===== src/rtl/twr_pkg.sv =====
package twr_pkg;
  localparam int BYTE_W = 8;
  localparam int BIT_CNT_W = $clog2(BYTE_W);

  typedef enum logic [1:0] {
    ST_IDLE = 2'd0,
    ST_ADDR = 2'd1,
    ST_DATA = 2'd2,
    ST_ACK  = 2'd3
  } twr_state_e;
endpackage


===== src/rtl/twr_sync.sv =====
module twr_sync #(
  parameter int W      = 2,
  parameter int STAGES = 2
) (
  input  logic         clk,
  input  logic         rst_n,
  input  logic [W-1:0] d_i,
  output logic [W-1:0] q_o,
  output logic [W-1:0] q_prev_o
);
  logic [W-1:0] stg_q [STAGES];
  logic [W-1:0] prev_q;

  genvar g;
  generate
    for (g = 0; g < STAGES; g++) begin : g_stage
      if (g == 0) begin : g_first
        always_ff @(posedge clk or negedge rst_n) begin
          if (!rst_n) stg_q[g] <= '1;
          else        stg_q[g] <= d_i;
        end
      end else begin : g_next
        always_ff @(posedge clk or negedge rst_n) begin
          if (!rst_n) stg_q[g] <= '1;
          else        stg_q[g] <= stg_q[g-1];
        end
      end
    end
  endgenerate

  always_ff @(posedge clk or negedge rst_n) begin
    if (!rst_n) prev_q <= '1;
    else        prev_q <= stg_q[STAGES-1];
  end

  assign q_o      = stg_q[STAGES-1];
  assign q_prev_o = prev_q;
endmodule


===== src/rtl/twr_cond.sv =====
module twr_cond (
  input  logic clk,
  input  logic rst_n,
  input  logic scl_s,
  input  logic scl_p,
  input  logic sda_s,
  input  logic sda_p,
  output logic scl_rise,
  output logic scl_fall,
  output logic start_det,
  output logic stop_ok
);
  logic scl_hi_both;
  logic stop_raw;
  logic start_in_high_q;
  logic start_in_high_d;
  logic flag_en;

  assign scl_hi_both = scl_s & scl_p;
  assign scl_rise    = scl_s & ~scl_p;
  assign scl_fall    = ~scl_s & scl_p;
  assign start_det   = scl_hi_both & sda_p & ~sda_s;
  assign stop_raw    = scl_hi_both & ~sda_p & sda_s;
  // a STOP sharing the high pulse with a START is not legal
  assign stop_ok     = stop_raw & ~start_in_high_q;

  assign flag_en = start_det | scl_fall;

  always_comb begin
    start_in_high_d = start_in_high_q;
    if (start_det)     start_in_high_d = 1'b1;
    else if (scl_fall) start_in_high_d = 1'b0;
  end

  always_ff @(posedge clk or negedge rst_n) begin
    if (!rst_n)       start_in_high_q <= 1'b0;
    else if (flag_en) start_in_high_q <= start_in_high_d;
  end
endmodule


===== src/rtl/twr_fsm.sv =====
module twr_fsm
  import twr_pkg::*;
#(
  parameter logic [5:0] ADDR_HI = 6'b011101,
  parameter int         IDX_W   = 4
) (
  input  logic               clk,
  input  logic               rst_n,
  input  logic               addr_sel,
  input  logic               sda_s,
  input  logic               scl_rise,
  input  logic               scl_fall,
  input  logic               start_det,
  input  logic               stop_ok,
  output logic               sda_oe,
  output logic               byte_vld,
  output logic [BYTE_W-1:0]  byte_data,
  output logic [IDX_W-1:0]   byte_idx,
  output logic               frame_end,
  output twr_state_e         state_o
);
  twr_state_e           st_q, st_d;
  logic [BIT_CNT_W-1:0] cnt_q, cnt_d;
  logic [BYTE_W-1:0]    sh_q, sh_d;
  logic                 ack_on_q, ack_on_d;
  logic                 match_q, match_d;
  logic                 oe_q, oe_d;
  logic [IDX_W-1:0]     idx_q, idx_d;
  logic                 vld_q, vld_d;
  logic [BYTE_W-1:0]    dat_q, dat_d;
  logic [IDX_W-1:0]     oidx_q, oidx_d;
  logic                 end_q, end_d;
  logic [BYTE_W-1:0]    shifted;
  logic                 last_bit;
  logic                 dat_en;

  assign shifted  = {sh_q[BYTE_W-2:0], sda_s};
  assign last_bit = (cnt_q == BIT_CNT_W'(BYTE_W - 1));

  always_comb begin
    st_d     = st_q;
    cnt_d    = cnt_q;
    sh_d     = sh_q;
    ack_on_d = ack_on_q;
    match_d  = match_q;
    oe_d     = oe_q;
    idx_d    = idx_q;
    vld_d    = 1'b0;
    dat_d    = dat_q;
    oidx_d   = oidx_q;
    end_d    = 1'b0;
    if (start_det) begin
      st_d     = ST_ADDR;
      cnt_d    = '0;
      ack_on_d = 1'b0;
      oe_d     = 1'b0;
      idx_d    = '0;
      end_d    = match_q;
      match_d  = 1'b0;
    end else if (stop_ok) begin
      st_d     = ST_IDLE;
      ack_on_d = 1'b0;
      oe_d     = 1'b0;
      end_d    = match_q;
      match_d  = 1'b0;
    end else begin
      unique case (st_q)
        ST_ADDR: begin
          if (scl_rise) begin
            sh_d  = shifted;
            cnt_d = cnt_q + 1'b1;
            if (last_bit) begin
              if (shifted == {ADDR_HI, addr_sel, 1'b0}) begin
                st_d    = ST_ACK;
                match_d = 1'b1;
              end else begin
                st_d = ST_IDLE;
              end
            end
          end
        end
        ST_DATA: begin
          if (scl_rise) begin
            sh_d  = shifted;
            cnt_d = cnt_q + 1'b1;
            if (last_bit) begin
              st_d   = ST_ACK;
              vld_d  = 1'b1;
              dat_d  = shifted;
              oidx_d = idx_q;
              idx_d  = idx_q + 1'b1;
            end
          end
        end
        ST_ACK: begin
          if (scl_fall) begin
            if (!ack_on_q) begin
              ack_on_d = 1'b1;
              oe_d     = 1'b1;
            end else begin
              ack_on_d = 1'b0;
              oe_d     = 1'b0;
              st_d     = ST_DATA;
              cnt_d    = '0;
            end
          end
        end
        default: begin
          st_d = ST_IDLE;
        end
      endcase
    end
  end

  assign dat_en = vld_d;

  always_ff @(posedge clk or negedge rst_n) begin
    if (!rst_n) begin
      st_q     <= ST_IDLE;
      cnt_q    <= '0;
      sh_q     <= '0;
      ack_on_q <= 1'b0;
      match_q  <= 1'b0;
      oe_q     <= 1'b0;
      idx_q    <= '0;
      vld_q    <= 1'b0;
      end_q    <= 1'b0;
    end else begin
      st_q     <= st_d;
      cnt_q    <= cnt_d;
      sh_q     <= sh_d;
      ack_on_q <= ack_on_d;
      match_q  <= match_d;
      oe_q     <= oe_d;
      idx_q    <= idx_d;
      vld_q    <= vld_d;
      end_q    <= end_d;
    end
  end

  always_ff @(posedge clk or negedge rst_n) begin
    if (!rst_n) begin
      dat_q  <= '0;
      oidx_q <= '0;
    end else if (dat_en) begin
      dat_q  <= dat_d;
      oidx_q <= oidx_d;
    end
  end

  assign sda_oe    = oe_q;
  assign byte_vld  = vld_q;
  assign byte_data = dat_q;
  assign byte_idx  = oidx_q;
  assign frame_end = end_q;
  assign state_o   = st_q;
endmodule


===== src/rtl/twr_wr_rx.sv =====
module twr_wr_rx
  import twr_pkg::*;
#(
  parameter logic [5:0] ADDR_HI     = 6'b011101,
  parameter int         IDX_W       = 4,
  parameter int         SYNC_STAGES = 2
) (
  input  logic             clk,
  input  logic             rst_n,
  input  logic             addr_sel,
  input  logic             scl_i,
  input  logic             sda_i,
  output logic             sda_oe,
  output logic             byte_vld,
  output logic [7:0]       byte_data,
  output logic [IDX_W-1:0] byte_idx,
  output logic             frame_end
);
  logic [1:0] rst_sync_q;
  logic       rst_sn;
  logic [1:0] line_s, line_p;
  logic       scl_s, scl_p, sda_s, sda_p;
  logic       scl_rise, scl_fall, start_det, stop_ok;
  twr_state_e fsm_state;

  always_ff @(posedge clk or negedge rst_n) begin
    if (!rst_n) rst_sync_q <= 2'b00;
    else        rst_sync_q <= {rst_sync_q[0], 1'b1};
  end
  assign rst_sn = rst_sync_q[1];

  twr_sync #(.W(2), .STAGES(SYNC_STAGES)) u_sync (
    .clk      (clk),
    .rst_n    (rst_sn),
    .d_i      ({scl_i, sda_i}),
    .q_o      (line_s),
    .q_prev_o (line_p)
  );
  assign scl_s = line_s[1];
  assign sda_s = line_s[0];
  assign scl_p = line_p[1];
  assign sda_p = line_p[0];

  twr_cond u_cond (
    .clk       (clk),
    .rst_n     (rst_sn),
    .scl_s     (scl_s),
    .scl_p     (scl_p),
    .sda_s     (sda_s),
    .sda_p     (sda_p),
    .scl_rise  (scl_rise),
    .scl_fall  (scl_fall),
    .start_det (start_det),
    .stop_ok   (stop_ok)
  );

  twr_fsm #(.ADDR_HI(ADDR_HI), .IDX_W(IDX_W)) u_fsm (
    .clk       (clk),
    .rst_n     (rst_sn),
    .addr_sel  (addr_sel),
    .sda_s     (sda_s),
    .scl_rise  (scl_rise),
    .scl_fall  (scl_fall),
    .start_det (start_det),
    .stop_ok   (stop_ok),
    .sda_oe    (sda_oe),
    .byte_vld  (byte_vld),
    .byte_data (byte_data),
    .byte_idx  (byte_idx),
    .frame_end (frame_end),
    .state_o   (fsm_state)
  );
endmodule


===== config.mk =====
export PLATFORM = sky130hd
export DESIGN_NAME = twr_wr_rx
export DESIGN_NICKNAME = d
export VERILOG_FILES = /design/src/rtl/twr_pkg.sv /design/src/rtl/twr_sync.sv /design/src/rtl/twr_cond.sv /design/src/rtl/twr_fsm.sv /design/src/rtl/twr_wr_rx.sv
export SDC_FILE = /design/constraint.sdc
export NUM_CORES = 1
export LEC_CHECK = 0
export BUFFER_PORTS_ARGS = -buffer_cell sky130_fd_sc_hd__clkbuf_2
export CORE_ASPECT_RATIO = 1.5
export CORE_MARGIN = 10
export CORE_UTILIZATION = 40
export DETAILED_ROUTE_END_ITERATION = 16
export PLACE_DENSITY_LB_ADDON = 0.08
export REMOVE_ABC_BUFFERS = 1
export SLEW_MARGIN = 20
export SYNTH_ARGS = -nofsm -noshare
export SYNTH_HDL_FRONTEND = slang
export SYNTH_SLANG_ARGS = --single-unit

===== constraint.sdc =====
create_clock -name clk -period 1.2 [get_ports clk]
set_input_delay 0.18 -clock clk [delete_from_list [all_inputs] [get_ports clk]]
set_output_delay 0.18 -clock clk [all_outputs]
set_load 0.005 [all_outputs]

Word-level counts from Yosys, hierarchy flattened
Cells that the tools add are included.
- add/sub/neg operators: 2
- eq/ne operators: 15
- reductions and logical operators: 20
- magnitude comparators: 0
- multiply operators: 0
- div/mod/pow operators: 0
- muxes and demuxes: 41
- shifts and indexed selects: 0
- bitwise logic cells: 16
- operators with widths (cell ; count):
    nonzero test 3 bit ; 7
    two-way mux 1 bit ; 20
    two-way mux 4 bit ; 5
    two-way mux 2 bit ; 9
    inequality test 4 x 2 -> 1 bit (second input constant) ; 4
    two-way mux 3 bit ; 5
    AND reduction 4 bit ; 3
    AND reduction 6 bit ; 2
    inequality test 3 x 1 -> 1 bit (second input constant) ; 3
    bitwise AND 1 bit ; 8
    equality test 8 x 7 -> 1 bit ; 1
    inequality test 4 x 3 -> 1 bit (second input constant) ; 2
    nonzero test 2 bit ; 4
    NOT 1 bit ; 7
    one-hot mux 2 bit (3 select lines) ; 1
    one-hot mux 3 bit (2 select lines) ; 1
    AND reduction 5 bit ; 1
    adder 4 x 1 -> 4 bit (second input constant) ; 1
    equality test 2 bit (second input constant) ; 2
    AND reduction 2 bit ; 2
    adder 3 x 1 -> 3 bit (second input constant) ; 1
    equality test 3 bit (second input constant) ; 1
    equality test 2 x 1 -> 1 bit (second input constant) ; 1
    inequality test 2 x 1 -> 1 bit (second input constant) ; 1
    other kinds (2) ; 2
- output and inout port bits: 15
- memory bits (read-only): 0
- register bits after elaboration: 41
- bits in writable memories: 0
- memories kept: 0
- bits in latches: 0
- bits of input ports: 5

Longest topological paths before layout
- word-level depth: 7
- depth in mapped cells: 8

Cells and area by module
Synthesis repeated with hierarchy kept, for this count alone.
- cell total of the unflattened synthesis: 132
- area total of the unflattened synthesis: 1770.4 µm²
- modules (own cells, without submodules) (module ; times used ; area an instance (µm²) ; cells an instance):
    twr_fsm ; 1 ; 1463.9 ; 112
    twr_sync ; 1 ; 172.7 ; 8
    twr_cond ; 1 ; 80.1 ; 9
    twr_wr_rx ; 1 ; 53.8 ; 3

Worst setup path after synthesis
No wires, ideal clock.
- path kind: register to register
- start point: register u_fsm.cnt_q[0]
- end point: register u_fsm.st_q[0] (netlist: u_fsm.state_o[0])
- setup slack: -478 ps
- cell stages (with the launch flop): 7
- setup time: 125 ps
- path buffers: 0
- period minus slack after synthesis: 1678 ps
- arrival time: 1554 ps
- path through: dfrtp_1 > ha_1 > ha_1 > and3b_1 > a2bb2oi_1 > o221a_1 > mux2_2
- word-level cells in the longest chain between the ends: 3
- elaborated cells on any way between the ends: 4
- ends and longest elaborated chain (what ; RTL line ; source):
    start: declaration ; twr_fsm.sv:23 ; logic [BIT_CNT_W-1:0] cnt_q, cnt_d;
    start signal: assignment ; twr_fsm.sv:130 ; cnt_q <= cnt_d;
    equality test 3 bit (*) ; twr_fsm.sv:38 ; assign last_bit = (cnt_q == BIT_CNT_W'(BYTE_W - 1));
    inequality test 4 x 2 -> 1 bit (no source line) ; - ;
    AND reduction 6 bit (no source line) (*) ; - ;
    end signal: assignment ; twr_fsm.sv:129 ; st_q <= st_d;
    end: declaration ; twr_fsm.sv:22 ; twr_state_e st_q, st_d;
Every way passes the cells marked *; elsewhere a longest branch is shown, timed or not.
A chain may end at the register's enable or synchronous reset.

Final worst setup path
- start point: register u_fsm.cnt_q[1]
- end point: register u_fsm.st_q[0] (netlist: u_fsm.state_o[0])
The elaborated chain is that of the path after synthesis.

==> flow_metrics.py <==
metrics = {
    "timing": {
        "hold_violations": 0,
        "post-route-min-period_ns": 1.70,
        "setup_slack_ns": -0.495,
        "fin_crit_sh_pct": 141,
        "fin_worst_skew_ns": 0.00514,
        "max_freq_mhz": 590,
        "setup_violations": 32,
        "drv_slew": 0,
        "holdWs_ns": 0.180,
        "rsz0062_at_grt": "true",
    },
    "critical_path": {
        "reg2reg_depth": 6,
        "worst_setup_path_start_kind": "flip-flop",
        "reg2reg_from": "u_fsm.cnt_q[1]",
        "cp-end-kind": "flip-flop",
        "crit_type": "flip-flop to flip-flop",
        "r2r_setup_slack_ns": -0.50,
        "cp_data_arrival_time_ns": 1.87,
        "cp_max_fo": 3,
        "required_ns": 1.38,
        "rr_endpoint": "u_fsm.state_o[0]",
        "startpoint": "u_fsm.cnt_q[1]",
    },
    "layout": {
        "multiInputGateArea_um2": 810,
        "nNetsFinal": 236,
        "layout_common_cells": "40 x nand2_1, 34 x buf_4, 34 x dfrtp_1",
        "fill_cells": 373,
        "final_common_cell": "nand2_1",
        "area_delta_synth_final_pct": 42.0,
        "drive_gt1_share_pct": 48.4,
        "ff_latch_area_um2": 1030,
        "n_antenna_cell": 0,
        "design_area_um2": 2470,
    },
    "clocking": {
        "clk_latency_ns": 0.29,
        "cts.sinks": 41,
        "root_buffer": "clkbuf_8",
        "cts_tree": "built",
        "cts.clk_slew.worst_paths_ns": 0.08,
        "htreeDepth": 2,
        "clk_path_buf_depth": 2,
        "numCtsBuffers": 5,
    },
    "floorplan": {
        "die-area_um2": 7440,
        "start_util_pct": 41.3,
        "ios": 20,
        "design.core.area_um2": 4210,
        "dieWidth_um": 73.8,
        "fp-row-count": 29,
        "die_y_um": 101,
    },
    "route": {
        "routed_wl_mm": 4.13,
        "firstDrtPassIters": 4,
        "num_vias": 1346,
        "viasPerCell": 4.97,
        "drt_iter0_drc": 42,
        "drcViolationCount": 0,
        "routedWlPerCell_um": 15.3,
        "ant_nets": 0,
    },
    "synth": {
        "synth_top_area_cell": "dfrtp_1",
        "synth-edff-count": 0,
        "syn_area_um2": 1740,
        "synthArstFlopShare_pct": 100,
        "synth_cell_types": 36,
        "syn_inst": 156,
        "ys_seq_elements": 41,
        "ys.flop_type": "dfrtp_1",
        "synth.area.top_cells": "dfrtp_1 50%, dfstp_2 9.1%, nand2_1 9.1%, mux2_2 5.2%, ha_1 5.0%",
        "synth_top_area_share_pct": 50.4,
        "ys_warn_count": 0,
        "seq_area_frac_synth_pct": 59.4,
        "syn_avg_cell_area_um2": 11.1,
    },
    "global_route": {
        "grt_usage_pct": 12.0,
        "use_met3_pct": 2.86,
        "busiest_layer": "met2",
        "grt_pass1_wl_mm": 6.87,
        "use_met2_pct": 21.1,
        "antenna_found_initial": 0,
        "grt_max_degree": 32,
        "gr-total-overflow": 0,
        "grt_pass1_vias": 1461,
        "grt_util_met1_pct": 12.8,
    },
    "placement": {
        "dp_hpwl_mm": 2.95,
        "port_buffers": 19,
        "post_dp_cell_area_um2": 2140,
        "place.gp.congestion": 0.857,
    },
    "outcome": {
        "violations": "negative setup slack",
        "status": "finished with violations",
    },
    "flow_run": {
        "maxCapViolCount": 0,
    },
    "worst_hold_path": {
        "hold_path_class": "flip-flop to async pin",
    },
    "pwr": {
        "ir_drop_mv": 0.733,
        "powerDensity_nw_per_um2": 1120,
        "p_leak_uw": 0.00130,
    },
}
-- state kept, by name (all words and copies together), names as in the netlist --
signal	flops
u_fsm.match_q	1
u_fsm.cnt_q	3
u_fsm.state_o	2
u_fsm.idx_q	4
u_fsm.frame_end	1
u_sync.q_prev_o	2
u_fsm.byte_vld	1
u_sync.q_o	2
u_fsm.byte_data	8
u_fsm.ack_on_q	1
u_fsm.byte_idx	4
u_fsm.sh_q	7
rst_sync_q	2
u_sync.stg_q	2
u_cond.start_in_high_q	1
-- cell type report --
class,count,share of cell area (%)
multi-input cells,107,32.8
inverters,5,0.861
clock buffers,6,2.94
repair buffers,64,18.8
well taps,46,2.33
clock inverters,2,0.405
flip-flops and latches,41,41.9
-- routing by layer --
layer	up-vias	share of wire, %
met3	10	3.3
li1	653	-
met1	660	40
met2	23	54
met5	-	0
met4	0	2.7
-- worst max path at each step --
stage / cells after the start / endpoint / slack (ns)
6_report: 6 / u_fsm.state_o[0] / -0.50
3_3_place_gp: 6 / u_fsm.state_o[1] / -0.47
5_1_grt: 6 / u_fsm.state_o[0] / -0.53
2_1_floorplan: 8 / u_fsm.idx_q[3] / -0.60
3_5_place_dp: 6 / u_fsm.state_o[0] / -0.53
4_1_cts: 6 / u_fsm.state_o[0] / -0.48
-- through the flow --
stage          power (uW)  std cells  TNS (ns)  setup slack (ns)  utilization (%)
2_1_floorplan        1700        153    -12.30            -0.602                -
3_3_place_gp         1870        253    -12.19            -0.470             50.9
3_5_place_dp         1890        253    -13.29            -0.528             50.9
4_1_cts              2800        268    -11.44            -0.483             56.5
5_1_grt              2910        271    -13.61            -0.532             58.7
6_report             2780        271    -11.71            -0.495             58.7
-- Yosys cell counts (all sizes together), types with 2 or more instances --
master and number:
nor3 2, inv 5, xor2 3, nor2 12, dfrtp 35, buf 2
mux2 8, nand2 42, dfstp 6, nand3b 3, o21ai 3, nor3b 2
a21oi 5, ha 7, nand4b 2
-- kinds of logic after synthesis --
kind of cell	Yosys count	share of synthesized area, %
DFF	41	59.4
muxes	9	5.76
buffers and inverters	8	1.87
xor gates and xnor gates	4	2.01
other	1	0.216
AOI/OAI and AO/OA	14	6.33
and+or+nand+nor	72	19.4
adders and majority gates	7	5.04
-- repair_timing --
item	4_1_cts	5_1_grt
cloned	1	0
endpoints found under the setup margin	33	33
setup buffers	4	4
hold buffers	3	0
endpoints found under the hold margin	4	0
resized for setup	27	16
pin swaps	12	6
-- power breakdown --
part           internal [uW]  switching [uW]  total [uW]  leakage [uW]
Clock                    403             447         850     0.0000450
Sequential              1480            60.2        1540      0.000541
Combinational            225             165         390      0.000716
Total                   2110             672        2780       0.00130
-- worst max-delay path: stages (launching register included) --
cell and delay [ns]:
dfrtp_1 0.40, ha_2 0.19, ha_1 0.16, and3b_1 0.18, a2bb2oi_2 0.15, o221a_1 0.24, mux2_2 0.26
(Power assumes the default switching activity.)
